<file path="config.mk">
export PLATFORM = sky130hd
export DESIGN_NAME = xlat_cache
export DESIGN_NICKNAME = d
export VERILOG_FILES = /design/src/rtl/xlat_cache.sv
export SDC_FILE = /design/constraint.sdc
export NUM_CORES = 2
export LEC_CHECK = 0
export BUFFER_PORTS_ARGS = -buffer_cell sky130_fd_sc_hd__buf_2
export CORE_AREA = 8 8 298 271
export CTS_CLUSTER_DIAMETER = 50
export DETAILED_ROUTE_END_ITERATION = 12
export DIE_AREA = 0 0 306 279
export PLACE_DENSITY = 0.84
export SYNTH_ARGS = -nofsm -noshare
export SYNTH_HDL_FRONTEND = slang
export SYNTH_SLANG_ARGS = --single-unit
export TNS_END_PERCENT = 50
</file>
<file path="constraint.sdc">
create_clock -name clk -period 4.3 [get_ports clk]
set_clock_uncertainty 0.2 [all_clocks]
set_input_delay 0.86 -clock clk [delete_from_list [all_inputs] [get_ports clk]]
set_output_delay 0.86 -clock clk [all_outputs]
set_load 0.01 [all_outputs]
</file>
<file path="src/rtl/xlat_cache.sv">
module xlat_cache #(
  parameter int ENTRIES = 8,
  parameter int ADDR_W  = 48
) (
  input  logic              clk,
  input  logic              rst_n,
  input  logic              lk_valid,
  input  logic [15:0]       lk_dom,
  input  logic [ADDR_W-13:0] lk_vpn,
  input  logic              fill_valid,
  input  logic [15:0]       fill_dom,
  input  logic [ADDR_W-13:0] fill_vpn,
  input  logic              fill_large,
  input  logic [ADDR_W-13:0] fill_frame,
  input  logic              fill_rd,
  input  logic              fill_wr,
  input  logic              reg_wr,
  input  logic [63:0]       reg_wdata,
  output logic [63:0]       reg_rdata,
  input  logic              rd_pending,
  input  logic              wr_pending,
  output logic              rsp_valid,
  output logic              rsp_hit,
  output logic [ADDR_W-13:0] rsp_frame,
  output logic              rsp_rd,
  output logic              rsp_wr
);
  localparam int FRM_W = ADDR_W - 12;
  localparam int IDX_W = $clog2(ENTRIES);

  logic [ENTRIES-1:0] v_q, lg_q, rd_q, wr_q;
  logic [15:0]        dom_q [ENTRIES];
  logic [FRM_W-1:0]   tag_q [ENTRIES];
  logic [FRM_W-1:0]   frm_q [ENTRIES];
  logic [IDX_W-1:0]   ptr_q;
  logic [62:0]        cmd_q;
  logic               busy_q;

  logic [ENTRIES-1:0] match, kill;
  logic [IDX_W-1:0]   sel;
  logic [1:0]         scope;
  logic               blocked, reserved, done;

  assign scope    = cmd_q[49:48];
  assign reserved = (scope == 2'b00) || (scope == 2'b11);
  assign blocked  = (cmd_q[52] && rd_pending) || (cmd_q[53] && wr_pending);
  assign done     = busy_q && (reserved || !blocked);
  assign reg_rdata = {busy_q, cmd_q};

  for (genvar i = 0; i < ENTRIES; i++) begin : g_ent
    assign match[i] = v_q[i] && (dom_q[i] == lk_dom) &&
                      (lg_q[i] ? (tag_q[i][FRM_W-1:9] == lk_vpn[FRM_W-1:9])
                               : (tag_q[i] == lk_vpn));
    assign kill[i]  = v_q[i] && ((scope == 2'b01) ||
                      (scope == 2'b10 && dom_q[i] == cmd_q[47:32]));
  end

  always_comb begin
    sel = '0;
    for (int i = ENTRIES - 1; i >= 0; i--)
      if (match[i]) sel = IDX_W'(i);
  end

  always_ff @(posedge clk) begin
    if (!rst_n) begin
      v_q <= '0; lg_q <= '0; rd_q <= '0; wr_q <= '0;
      for (int i = 0; i < ENTRIES; i++) begin
        dom_q[i] <= '0; tag_q[i] <= '0; frm_q[i] <= '0;
      end
      ptr_q <= '0; cmd_q <= '0; busy_q <= 1'b0;
      rsp_valid <= 1'b0; rsp_hit <= 1'b0; rsp_frame <= '0;
      rsp_rd <= 1'b0; rsp_wr <= 1'b0;
    end else begin
      rsp_valid <= lk_valid;
      if (lk_valid && !busy_q && |match) begin
        rsp_hit   <= 1'b1;
        rsp_frame <= lg_q[sel] ? {frm_q[sel][FRM_W-1:9], lk_vpn[8:0]} : frm_q[sel];
        rsp_rd    <= rd_q[sel];
        rsp_wr    <= wr_q[sel];
      end else begin
        rsp_hit <= 1'b0; rsp_frame <= '0; rsp_rd <= 1'b0; rsp_wr <= 1'b0;
      end
      if (busy_q) begin
        if (done) begin
          v_q    <= v_q & ~kill;
          busy_q <= 1'b0;
        end
      end else begin
        if (fill_valid) begin
          v_q[ptr_q]   <= 1'b1;
          lg_q[ptr_q]  <= fill_large;
          rd_q[ptr_q]  <= fill_rd;
          wr_q[ptr_q]  <= fill_wr;
          dom_q[ptr_q] <= fill_dom;
          tag_q[ptr_q] <= fill_vpn;
          frm_q[ptr_q] <= fill_frame;
          ptr_q <= (ptr_q == IDX_W'(ENTRIES - 1)) ? '0 : ptr_q + 1'b1;
        end
        if (reg_wr) begin
          cmd_q  <= reg_wdata[62:0];
          busy_q <= reg_wdata[63];
        end
      end
    end
  end

  AST_DRAIN_HOLD: assert property (@(posedge clk) disable iff (!rst_n)
    busy_q && !reserved && blocked |=> busy_q);
  AST_BUSY_MISS: assert property (@(posedge clk) disable iff (!rst_n)
    lk_valid && busy_q |=> !rsp_hit);
  AST_GLOBAL_EMPTY: assert property (@(posedge clk) disable iff (!rst_n)
    busy_q && scope == 2'b01 && !blocked |=> v_q == '0);
  AST_RESERVED_KEEP: assert property (@(posedge clk) disable iff (!rst_n)
    busy_q && reserved |=> !busy_q && v_q == $past(v_q));
  AST_MISS_NO_PERM: assert property (@(posedge clk) disable iff (!rst_n)
    !rsp_hit |-> !rsp_rd && !rsp_wr && rsp_frame == '0);
  AST_HIT_HAS_REQ: assert property (@(posedge clk) disable iff (!rst_n)
    rsp_hit |-> rsp_valid);
endmodule

</file>
==> flow_metrics.tcl <==
set metrics [dict create \
    outcome "finished clean" \
    max_freq_mhz 239.1 \
    die_area_um2 85370 \
    place_area_um2 46480 \
    prevailing_post_synth_register_cell "edfxtp_1" \
    layout_commonest_cell "edfxtp_1" \
    clock_insertion_delay_worst_skew_ps 670 \
    grt_antenna_before_repair 15 \
    drive_above_1_share 0.2191 \
    timing.rr.start "dom_q[4][4]" \
    min_period_over_period 0.9727 \
    max_slew.worst_pin.slew_ps 1241 \
    root_buffer "clkbuf_16" \
    routed_wl_mm 143.5 \
    synth.net_count 3607 \
    finalHoldViolations 0 \
    grt_use_total 0.3235 \
    instances_no_fill 5022 \
    tritoncts "built" \
    tritoncts_num_sinks 843 \
    drc 0 \
    relSlewSlack 0.1725 \
    cts_repair_resize_count 0 \
    timing.critical_path.to_type "flop" \
    design_power_total_uw 20450 \
    source_of_the_worst_hold_timing_path "reg_wdata[34]" \
    avgViaCountPerCell 6.223 \
    drt_first_iter_violations 4966 \
    worstReg2RegEnd "rsp_frame[2]" \
    grt_setup_unrepaired "no" \
    gr-total-overflow 0 \
    post_synth_instance_area_um2 41290 \
    route.met3.wl_mm 20.60 \
    core_um2 75550 \
    worst_path_max_delay_cell "or4_1" \
    timing.setup.critical_path_class "flop to flop" \
    detailedRoute.firstPassIterationCount 6 \
    worst_setup_hold_path_clk_slew_ps 60 \
    rows 96 \
    fin_crit_ps 4183 \
    synth_cell_type_count 75 \
    timing.critical_path.required_ps 4650 \
    vias 31254 \
    layout.nets 4163 \
    gate_count_of_the_mapped_netlist 3389 \
    layout.cells.most_common_list "704 x edfxtp_1, 529 x and2_1, 439 x xnor2_1" \
    dpl_worst_slack_ps -420.0 \
    cts_max_level 3 \
    start_util 0.5466 \
    worst_path_most_repeated_cell "buf_4" \
    critPathMaxFanout 11 \
    cap_viol_max_count 0 \
    synth_edf_count 704 \
    critPathLaunchType "flop" \
    fin_ws_ps 117.5 \
    final_cell_area_um2 49900 \
    port-buffer-count 317 \
    reg2regPathDepth 15 \
    finalSetupViolCount 0 \
    final_core_util 0.6605 \
    slew_violations 0 \
    first_global_vias 30028 \
    die_w_um 306 \
    number_of_buffers_inserted_for_hold_repair_after_clock_tree_synthesis 0 \
    crit_start "dom_q[4][4]" \
    gp_routability_congestion 1.108 \
    static-leakage-power_uw 0.01957 \
    reg2reg_slack_ps 120 \
    cts.repair_timing.setup_buffer_count 0 \
    critical-path-max-stage-delay_ps 540 \
    met2_wirelength_mm 62.31 \
    crit_path_cell_trace "xnor2_1 -> buf_4 -> nand4_1 -> buf_4 -> nor4_2 -> nand4b_1 -> or4_1 -> o221ai_4 -> buf_4 -> mux2i_1 -> a2bb2oi_1 -> o21ai_1 -> buf_4 -> a21oi_1 -> o221a_1" \
    m1WireLength_mm 53.56 \
    cts.path.max_buffers 3 \
    timing.critical_path.arrival_ps 4530 \
    min_path_type "primary input to flop" \
    synthToLayoutAreaGrowth_pct 20.84 \
    final_antenna_net_count 0 \
    asyncSetResetFlopFracSynth 0 \
    synth.yosys.seq_area_share 0.5793 \
    largest_net_degree_at_the_start_of_global_routing 107 \
    grt_first_pass_wirelength_mm 204.4 \
    placed_cells 4826 \
    numCtsBuffers 97 \
    power_density_nw_per_um2 409.9 \
    detail_route.wl_per_cell_um 28.57 \
    yosysWarnings 0 \
    cp-endpoint "rsp_frame[2]" \
    power.ir.vdd_worst_mv 0.2856 \
    floorplan.die.height_um 279 \
    topRoutingLayerUsed "met5" \
    synthesis.area_per_instance_um2 12.18 \
    post-dp-hpwl_mm 99.61 \
    boundaryPins 318 \
    synth.ff_latch_count 843 \
]
## synth_stat cells (all sizes together), types with 2 or more instances
master   instances  share of area
nor2            36         0.0035
o2111ai         16         0.0034
a41o             2        0.00048
nor3            20         0.0024
ha               4         0.0012
o41ai            3        0.00082
a21oi           11         0.0014
o21a             2        0.00036
buf             51         0.0067
o221ai           4         0.0010
dfxtp          139          0.067
edfxtp         704           0.51
o211ai          15         0.0027
a21boi          69          0.013
or2              3        0.00045
a211oi           2        0.00036
nand4          166          0.025
nand3           23         0.0028
or2b             5        0.00091
o2bb2ai          2        0.00042
mux2             9         0.0025
nor2b           11         0.0017
nand2          176          0.016
a311oi           4         0.0013
inv             40         0.0036
or4             16         0.0030
a22oi            5        0.00091
mux2i          198          0.048
nor4            57         0.0086
and2           529          0.080
a31oi           14         0.0021
and3           176          0.027
nand4b           3        0.00064
o221a           11         0.0030
xor2            84          0.018
xnor2          439          0.093
o21bai           7         0.0013
o21ai           20         0.0025
nand2b          57         0.0086
a22o            49          0.010
a41oi            4        0.00085
or3              8         0.0012
clkbuf         179          0.016
## worst min path at each step
stage           endpoint  cells past startpoint  slack (ps)
3_3_place_gp   cmd_q[62]                      2         250
4_1_cts        cmd_q[57]                      3         220
3_5_place_dp    cmd_q[2]                      2         260
5_1_grt         cmd_q[9]                      3         240
2_1_floorplan    rd_q[1]                      2         240
6_report       cmd_q[34]                      3         250
## flip-flops by register name, indices dropped and copies added, names as in the netlist, 3 cells and up
name       flops
cmd_q         63
dom_q        128
frm_q        288
lg_q           8
ptr_q          3
rd_q           8
rsp_frame     36
tag_q        288
v_q            8
wr_q           8
## cell type report
cell class	instances	area, um2
fillers	5306	25650
clock inverters	60	735.7
multi-input cells	2276	16390
inverters	40	167.7
clock buffers	124	2641
diodes	12	30.03
repair buffers	687	4783
well taps	980	1226
flip-flops and latches	843	23920
## critical path, delay by kind of cell (launching register included)
family                 cells  cell delay [ps]
XOR/XNOR                   1              250
AO/OA/AOI/OAI              5              960
AND/OR/NAND/NOR            4             1080
buffers and inverters      4              790
multiplexers               1              260
flip-flops                 1              510
## power by group
part	internal, uW	switching [uW]	leakage, uW	total, uW
clock network	5230	3490	0.00165	8710
registers	9240	287	0.00845	9530
logic	850	1370	0.00947	2220
total	15300	5140	0.0196	20500
## cell families (layout without fill, tap and decap cells)
group | after synthesis | count (layout) | synth area share
AO/OA/AOI/OAI | 250 | 250 | 0.04827
multiplexers | 207 | 207 | 0.05045
other | 0 | 12 | 0
XOR/XNOR | 523 | 523 | 0.1109
adder cells (fa/ha/maj) | 4 | 4 | 0.001212
AND/OR/NAND/NOR | 1292 | 1292 | 0.1831
flip-flops | 843 | 843 | 0.5793
buffers and inverters | 270 | 911 | 0.02666
## per-stage QoR
step,TNS [ps],hold WS [ps]
floorplan,0,243.1
global placement,-12070,249.5
detailed placement,-12070,256.2
CTS,0,224.0
global route,0,244.5
finish,0,249.5
## routing by layer
metal  global-route usage  vias to the layer above
met1               0.4414                    15062
li1                     -                    13282
met2               0.4824                     2524
met4               0.1403                        8
met3              0.09170                      378
met5                    0                        -
Power figures use the tool's default switching activity.
